<file path="src/rtl/mri_pkg.sv">
package mri_pkg;

    typedef enum logic [3:0] {
        CLS_NONE     = 4'd0,
        CLS_LOAD     = 4'd1,
        CLS_IFETCH   = 4'd2,
        CLS_STORE    = 4'd3,
        CLS_RMW_RD   = 4'd4,
        CLS_FLUSH    = 4'd5,
        CLS_LL       = 4'd6,
        CLS_SC       = 4'd7,
        CLS_LOCK_RD  = 4'd8,
        CLS_LOCK_WR  = 4'd9,
        CLS_ATOMIC   = 4'd10
    } req_class_e;

endpackage

</file>
<file path="src/rtl/mri_classifier.sv">
module mri_classifier
    import mri_pkg::*;
(
    input  logic       valid,
    input  logic       rd,
    input  logic       wr,
    input  logic       flush,
    input  logic       pair,
    input  logic       lock,
    input  logic       ifetch,
    input  logic       stchk,
    output req_class_e pri,
    output req_class_e sec,
    output logic       unsup
);

    // Priority: reserved pair, then locked RMW, then write, read, flush.
    always_comb begin
        pri   = CLS_NONE;
        sec   = CLS_NONE;
        unsup = 1'b0;
        if (valid) begin
            if (pair) begin
                pri = wr ? CLS_SC : CLS_LL;
                sec = CLS_ATOMIC;
            end else if (lock) begin
                pri = wr ? CLS_LOCK_WR : CLS_LOCK_RD;
                sec = CLS_STORE;
            end else if (wr) begin
                pri = CLS_STORE;
                sec = CLS_STORE;
            end else if (rd) begin
                if (ifetch) begin
                    pri = CLS_IFETCH;
                    sec = CLS_IFETCH;
                end else if (stchk) begin
                    pri = CLS_RMW_RD;
                    sec = CLS_STORE;
                end else begin
                    pri = CLS_LOAD;
                    sec = CLS_LOAD;
                end
            end else if (flush) begin
                pri = CLS_FLUSH;
                sec = CLS_FLUSH;
            end else begin
                unsup = 1'b1;
            end
        end
    end

endmodule

</file>
<file path="src/rtl/mri_lat_sel.sv">
module mri_lat_sel
    import mri_pkg::*;
#(
    parameter int ILAT  = 2,
    parameter int DLAT  = 3,
    parameter int CNT_W = 2
) (
    input  req_class_e       sec,
    output logic [CNT_W-1:0] lat
);

    localparam logic [CNT_W-1:0] ILAT_V = CNT_W'(ILAT);
    localparam logic [CNT_W-1:0] DLAT_V = CNT_W'(DLAT);

    always_comb begin
        lat = (sec == CLS_IFETCH) ? ILAT_V : DLAT_V;
    end

endmodule

</file>
<file path="src/rtl/mri_delay.sv">
module mri_delay
    import mri_pkg::*;
#(
    parameter int ADDR_W = 32,
    parameter int CNT_W  = 2
) (
    input  logic              clk,
    input  logic              rst_n,
    input  logic              start,
    input  logic [CNT_W-1:0]  lat,
    input  logic [ADDR_W-1:0] addr,
    input  req_class_e        cls,
    output logic              ready,
    output logic              iss_valid,
    output logic [ADDR_W-1:0] iss_addr,
    output req_class_e        iss_cls
);

    typedef struct packed {
        logic [CNT_W-1:0]  cnt;
        logic              iss;
        logic [ADDR_W-1:0] addr;
        req_class_e        cls;
    } dly_st_t;

    dly_st_t st_d, st_q;

    always_comb begin
        st_d     = st_q;
        st_d.iss = 1'b0;
        if (st_q.cnt != '0) begin
            st_d.cnt = st_q.cnt - 1'b1;
            if (st_q.cnt == CNT_W'(1)) begin
                st_d.iss = 1'b1;
            end
        end else if (start) begin
            st_d.cnt  = lat;
            st_d.addr = addr;
            st_d.cls  = cls;
        end
    end

    always_ff @(posedge clk) begin
        if (!rst_n) begin
            st_q <= '0;
        end else begin
            st_q <= st_d;
        end
    end

    assign ready     = (st_q.cnt == '0);
    assign iss_valid = st_q.iss;
    assign iss_addr  = st_q.addr;
    assign iss_cls   = st_q.cls;

endmodule

</file>
<file path="src/rtl/mem_req_issuer.sv">
module mem_req_issuer
    import mri_pkg::*;
#(
    parameter int ADDR_W     = 32,
    parameter int ICACHE_LAT = 2,
    parameter int DCACHE_LAT = 3
) (
    input  logic              clk,
    input  logic              rst_n,
    input  logic              req_valid,
    input  logic              req_rd,
    input  logic              req_wr,
    input  logic              req_flush,
    input  logic              req_pair,
    input  logic              req_lock,
    input  logic              req_ifetch,
    input  logic              req_stchk,
    input  logic [ADDR_W-1:0] req_addr,
    input  logic              accept,
    output logic              ready,
    output logic [3:0]        cls_pri,
    output logic [3:0]        cls_sec,
    output logic              unsupported,
    output logic              iss_valid,
    output logic [ADDR_W-1:0] iss_addr,
    output logic [3:0]        iss_class
);

    // A latency of zero is not meaningful; clamp to one cycle.
    localparam int ILAT_EFF = (ICACHE_LAT < 1) ? 1 : ICACHE_LAT;
    localparam int DLAT_EFF = (DCACHE_LAT < 1) ? 1 : DCACHE_LAT;
    localparam int LAT_MAX  = (ILAT_EFF > DLAT_EFF) ? ILAT_EFF : DLAT_EFF;
    localparam int CNT_W    = $clog2(LAT_MAX + 1);

    req_class_e       pri_c, sec_c, iss_cls_c;
    logic             unsup_c;
    logic [CNT_W-1:0] lat_c;
    logic             start_c;

    mri_classifier u_cls (
        .valid  (req_valid),
        .rd     (req_rd),
        .wr     (req_wr),
        .flush  (req_flush),
        .pair   (req_pair),
        .lock   (req_lock),
        .ifetch (req_ifetch),
        .stchk  (req_stchk),
        .pri    (pri_c),
        .sec    (sec_c),
        .unsup  (unsup_c)
    );

    mri_lat_sel #(
        .ILAT  (ILAT_EFF),
        .DLAT  (DLAT_EFF),
        .CNT_W (CNT_W)
    ) u_lat (
        .sec (sec_c),
        .lat (lat_c)
    );

    assign start_c = req_valid & accept & ready & ~unsup_c;

    mri_delay #(
        .ADDR_W (ADDR_W),
        .CNT_W  (CNT_W)
    ) u_dly (
        .clk       (clk),
        .rst_n     (rst_n),
        .start     (start_c),
        .lat       (lat_c),
        .addr      (req_addr),
        .cls       (sec_c),
        .ready     (ready),
        .iss_valid (iss_valid),
        .iss_addr  (iss_addr),
        .iss_cls   (iss_cls_c)
    );

    assign cls_pri     = pri_c;
    assign cls_sec     = sec_c;
    assign unsupported = unsup_c;
    assign iss_class   = iss_cls_c;

endmodule

</file>
<file path="config.mk">
export PLATFORM = sky130hd
export DESIGN_NAME = mem_req_issuer
export DESIGN_NICKNAME = d
export VERILOG_FILES = /design/src/rtl/mri_pkg.sv /design/src/rtl/mri_classifier.sv /design/src/rtl/mri_lat_sel.sv /design/src/rtl/mri_delay.sv /design/src/rtl/mem_req_issuer.sv
export SDC_FILE = /design/constraint.sdc
export NUM_CORES = 1
export LEC_CHECK = 0
export ABC_AREA = 1
export BUFFER_PORTS_ARGS = -buffer_cell sky130_fd_sc_hd__buf_2
export CAP_MARGIN = 20
export CORE_UTILIZATION = 40
export DETAILED_ROUTE_END_ITERATION = 8
export PLACE_DENSITY_LB_ADDON = 0.15
export SETUP_SLACK_MARGIN = 0.3
export SLEW_MARGIN = 10
export SYNTH_ARGS = -nofsm -noshare
export SYNTH_HDL_FRONTEND = slang
export SYNTH_SLANG_ARGS = --single-unit
</file>
<file path="constraint.sdc">
create_clock -name clk -period 1.6 [get_ports clk]
set_clock_uncertainty 0.15 [all_clocks]
set_input_delay 0.08 -clock clk [delete_from_list [all_inputs] [get_ports clk]]
set_output_delay 0.08 -clock clk [all_outputs]
set_load 0.05 [all_outputs]
</file>
# ---- Word level (Yosys, flattened, before mapping)
# Cells that the tools add are included.
dict set report totals {
  regBits 39
  out_inout_bits 47
}
dict set report classes {
  n_addsub 1
  n_eq_ne 2
  mux 27
  n_bitwise 5
  n_reduce_logical 5
}
# op n
set ops {}
lappend ops {{$mux W4} 12}
lappend ops {{$mux W1} 10}
lappend ops {{$mux W2} 3}
lappend ops {{$mux W3} 2}
lappend ops {{$eq A4 B2 Y1 const B} 1}
lappend ops {{$reduce_and A2 Y1} 2}
lappend ops {{$reduce_bool A2 Y1} 2}
lappend ops {{$and A1 B1 Y1} 3}
lappend ops {{$eq A2 B1 Y1 const B} 1}
lappend ops {{$logic_not A2 Y1} 1}
lappend ops {{$not A1 Y1} 2}
lappend ops {{$sub A2 B1 Y2 const B} 1}

# ---- Logic depth before layout (Yosys ltp)
dict set report logic_depth {
  ltp_word 11
  mapped_depth 9
  mapped_depth_nobuf 9
}

# ---- Cells and area by module
# A second synthesis with hierarchy kept.
dict set report hier_totals {
  cells_unflattened 331
  hier_area_um2 2182.1
}
# mod n_inst cells_per_inst area_per_inst_um2 seq_area_each_um2
set by_module_without_submodules {}
lappend by_module_without_submodules {mri_delay 1 286 1994.4 780.7}
lappend by_module_without_submodules {mri_classifier 1 35 143.9 0.0}
lappend by_module_without_submodules {mri_lat_sel 1 6 26.3 0.0}
lappend by_module_without_submodules {mem_req_issuer 1 4 17.5 0.0}

# ---- Worst setup path before layout
# No wires, ideal clock.
dict set report synth_path {
  kind {reg-to-reg}
  from {reg u_dly.st_q[37] (netlist bit)}
  to {reg u_dly.st_q (netlist bit u_dly.iss_addr[14])}
  setup_ns 0.113
  t_arrival_ns 1.693
  required_ns 1.337
  path_slack_ns -0.357
  stages_incl_launch_ff 10
  path_buffers 2
  path_cell_list {dfxtp_1 inv_1 ha_1 nand2_1 nor2_2 nand2_4 buf_8 buf_12 o21ai_1 nor2_1}
}
dict set report synth_between {
  elab_chain_cells 4
}
# item line
set synth_rtl {}
lappend synth_rtl {{from (decl)} mri_delay.sv:26} ;# dly_st_t st_d, st_q;
lappend synth_rtl {{from (signal assigned)} mri_delay.sv:47} ;# st_q <= st_d;
lappend synth_rtl {{$logic_not A2 Y1} mri_delay.sv:51} ;# assign ready = (st_q.cnt == '0);
lappend synth_rtl {{named net ready} mem_req_issuer.sv:20} ;# output logic ready,
lappend synth_rtl {{$and A1 B1 Y1 (2 in a row)} mem_req_issuer.sv:63} ;# assign start_c = req_valid & accept & ready & ~unsup_c;
lappend synth_rtl {{$reduce_and A2 Y1 (no source line)} --}
# The timed path passes the listed nets, and every way through them passes these cells.
# A chain may end at the register's enable or synchronous reset.

# ---- Worst setup path after layout
dict set report layout_path {
  from {reg u_dly.st_q[37] (netlist bit)}
  to {reg u_dly.st_q (netlist bit u_dly.iss_cls[0])}
}
dict set report layout_between {
  elab_chain_cells 4
}
# item line
set layout_rtl {}
lappend layout_rtl {{$logic_not A2 Y1} mri_delay.sv:51}
lappend layout_rtl {{$and A1 B1 Y1 (2 in a row)} mem_req_issuer.sv:63}
lappend layout_rtl {{$reduce_and A2 Y1 (no source line) *} --}
# Every way passes the cells marked *; elsewhere a longest branch is shown, timed or not.

==> impl_metrics.json <==
{
  "finalNetCount": 403,
  "dp_cells": 351,
  "violations": "design-rule violations, negative hold slack",
  "placed_cell_area_um2": 2210,
  "max_freq_ghz": 0.645,
  "globalRouteOverflowTotal": 0,
  "areaGrowthSynthToFinish_pct": 59.6,
  "grt_antenna_before_repair": 0,
  "finalSetupViolCount": 0,
  "wl_per_cell_um": 12.2,
  "grt_pass1_vias": 1743,
  "clock_latency_ns": 0.28,
  "p_comb_share_pct": 55.5,
  "fin_crit_ns": 1.55,
  "reg2reg_slack_ns": 0.05,
  "clockRootBuffer": "clkbuf_8",
  "switching_power_uw": 1790,
  "slowest_delay_ns": 0.33,
  "hold_ws_ns": -0.00236,
  "finish.utilization_pct": 68.0,
  "power_uw": 4240,
  "r2r-start": "u_dly.st_q[37]$_SDFFE_PN0P_",
  "vias": 1895,
  "worst_slew_pin_slew_ns": 0.272,
  "met3_length_um": 260,
  "die-area_um2": 5050,
  "die_w_um": 71.0,
  "slew_violations": 0,
  "critPathLaunch": "u_dly.st_q[37]$_SDFFE_PN0P_",
  "clk_pin_slew_ns": 0.07,
  "cts_tree": "yes",
  "drive_above_1_share_pct": 46.5,
  "status": "finished with violations",
  "hp-class": "in -> reg",
  "yosysWarnings": 0,
  "crit_buf_inv": 4,
  "worstPathRequired_ns": 1.67,
  "critPathArrivalTime_ns": 1.62,
  "syn_avg_cell_area_um2": 7.60,
  "p_int_uw": 2460,
  "ys_ff_latch": 39,
  "clock_path_buffers": 2,
  "vdd_drop_max_uv": 1040,
  "max_slew_margin_pct": 81.8,
  "wirelength_um": 5000,
  "core_area_um2": 4470,
  "pin_count": 90,
  "track_usage_pct": 19.9,
  "dp_hpwl_um": 2890,
  "wl_met2_um": 2540,
  "timing_hold_violations_final": 1,
  "max_cap_viol_count": 0,
  "rsz0062_at_grt": "true",
  "top_layer_used": "met4",
  "cpLargestDelayFamily": "buffers and inverters",
  "final_cells": 411,
  "path_cells": "inv_2, ha_4, nand2_4, nor2_4, nand2_4, buf_12, inv_16, buf_8, nand2_1, a21oi_2",
  "dr.pass1.iters": 7,
  "cpMostUsedCell": "nand2_4",
  "cts.sinks": 39,
  "seq_power_share_pct": 29.5,
  "wl_met1_um": 2150,
  "ys_seq_area_share_pct": 40.9,
  "cp-end-kind": "flop",
  "rows": 24,
  "syn_inst": 251,
  "swShare_pct": 42.1,
  "htree_levels": 2,
  "grt_max_degree": 25,
  "fin_crit_sh_pct": 96.9,
  "crit_path_start_kind": "flop",
  "holdCritStartpoint": "req_rd",
  "synth_cell_types": 26,
  "path_max_fanout": 6,
  "grt_first_pass_wirelength_um": 7780,
  "start_util_pct": 42.6,
  "stdcell_area_um2": 3040,
  "ant_nets": 0,
  "via_per_inst": 4.61,
  "regArea_um2": 783,
  "critical_path_class": "reg -> reg",
  "die_height_um": 71.0,
  "multi_input_area_um2": 876,
  "numPortBuffers": 89,
  "place_congestion": 0.734,
  "n_fill_cell": 385,
  "syn-num-nets": 296,
  "drc": 7,
  "slowest_stage": "dfxtp_2",
  "power_frac_clock_pct": 15.0,
  "netlist_area_um2": 1910,
  "power.density_nw_per_um2": 1390,
  "p_leak_uw": 0.00149,
  "numCtsBuffers": 5,
  "drt_iter0_markers": 92,
  "n_antenna_cell": 0
}
## worst min-delay path, cell delays in order
cell and delay (ns):
buf_2 0.14, nor3_4 0.06, nand2_1 0.05, a21oi_1 0.05
## logic make-up (layout without fill, tap and decap cells)
family,Yosys count,after routing,synth area share [%]
simple gates,108,108,24.0
flops,39,39,40.9
compound gates,42,42,11.9
fa+ha+maj,2,2,1.31
buf+inv,60,168,21.9
## per-layer routing
metal,vias to the layer above,GRT usage (%)
li1,970,-
met1,862,23.3
met2,58,35.6
met3,5,4.70
met4,0,7.11
met5,-,0
## worst paths after layout
| kind | depth (start not counted) | end |
|---|---|---|
| worst min register to register | 2 | u_dly.iss_cls[2]$_SDFFE_PN0P_ |
| worst min-delay path | 4 | u_dly.iss_cls[2]$_SDFFE_PN0P_ |
| worst max register to register | 10 | u_dly.iss_cls[0]$_SDFFE_PN0P_ |
| worst max-delay path | 10 | u_dly.iss_cls[0]$_SDFFE_PN0P_ |
## cells in the final DEF (no fill, tap or decap)
cell            n
clkbuf_16       1
inv_16          1
a21oi_1         3
nor3_1          1
o21ai_2        19
o21ai_0         1
dlygate4sd3_1  32
a31o_2          1
buf_16          4
dfxtp_1        37
clkbuf_1        2
a21boi_2        1
ha_1            1
inv_2           3
nand3_2         1
buf_4          11
nor2_2          4
clkbuf_8        5
o31ai_2         1
o21ai_4         1
nor2_1         67
nand2_1        23
buf_12          7
dfxtp_2         2
nor2_8          1
ha_4            1
nand3_1         2
inv_1          10
buf_6           1
buf_2          87
o21ai_1        13
nor2_4          5
nand2_4         2
a21oi_2         2
nand3_4         1
clkinv_2        1
buf_8           3
nor3_4          1
## sequential cells by signal, indices dropped and copies added (netlist names)
name             flops
u_dly.iss_cls        4
u_dly.st_q           2
u_dly.iss_valid      1
u_dly.iss_addr      32
## per-stage QoR
stage          setup TNS, ns  hold WS [ns]  setup WS, ns
4_1_cts                    0      -0.00566        0.0754
3_3_place_gp               0         0.166         0.106
3_5_place_dp               0         0.174        0.0508
6_report                   0      -0.00236        0.0501
5_1_grt              -0.0173        0.0122      -0.00641
2_1_floorplan              0        0.0641        0.0211
## synth_stat cells (all sizes together)
library cell | instances | area (um2)
a21oi | 5 | 25.0
ha | 2 | 25.0
nor2 | 77 | 313
o31ai | 1 | 7.51
dfxtp | 39 | 781
buf | 43 | 352
nor3 | 2 | 10.0
a31o | 1 | 8.76
o21ai | 34 | 178
a21boi | 1 | 7.51
inv | 14 | 55.1
nand2 | 25 | 101
clkbuf | 3 | 11.3
nand3 | 4 | 32.5
## cell type report
class                      count  area share, %
timing repair buffer         146           38.4
multi-input combinational    152           28.8
sequential                    39           25.7
clock buffer                   7           2.51
inverter                      14           2.26
tap                           52           2.14
clock inverter                 1          0.164
## power groups by stage
stage	Sequential [uW]	Combinational (uW)	Clock, uW
after floorplan	1260	1480	0
after global placement	1260	1590	0
after detailed placement	1260	1620	0
after CTS	1240	2120	656
after global routing	1270	2510	691
final	1250	2350	636
## timing repair
action / CTS / global route
hold endpoints to repair: 33 / 0
buffers inserted: 11 / 4
pin swaps: 6 / 12
hold buffers: 32 / 0
endpoints found under the setup margin: 40 / 41
gates cloned: 4 / 1
gates resized for setup: 39 / 22
(Power assumes the default switching activity.)
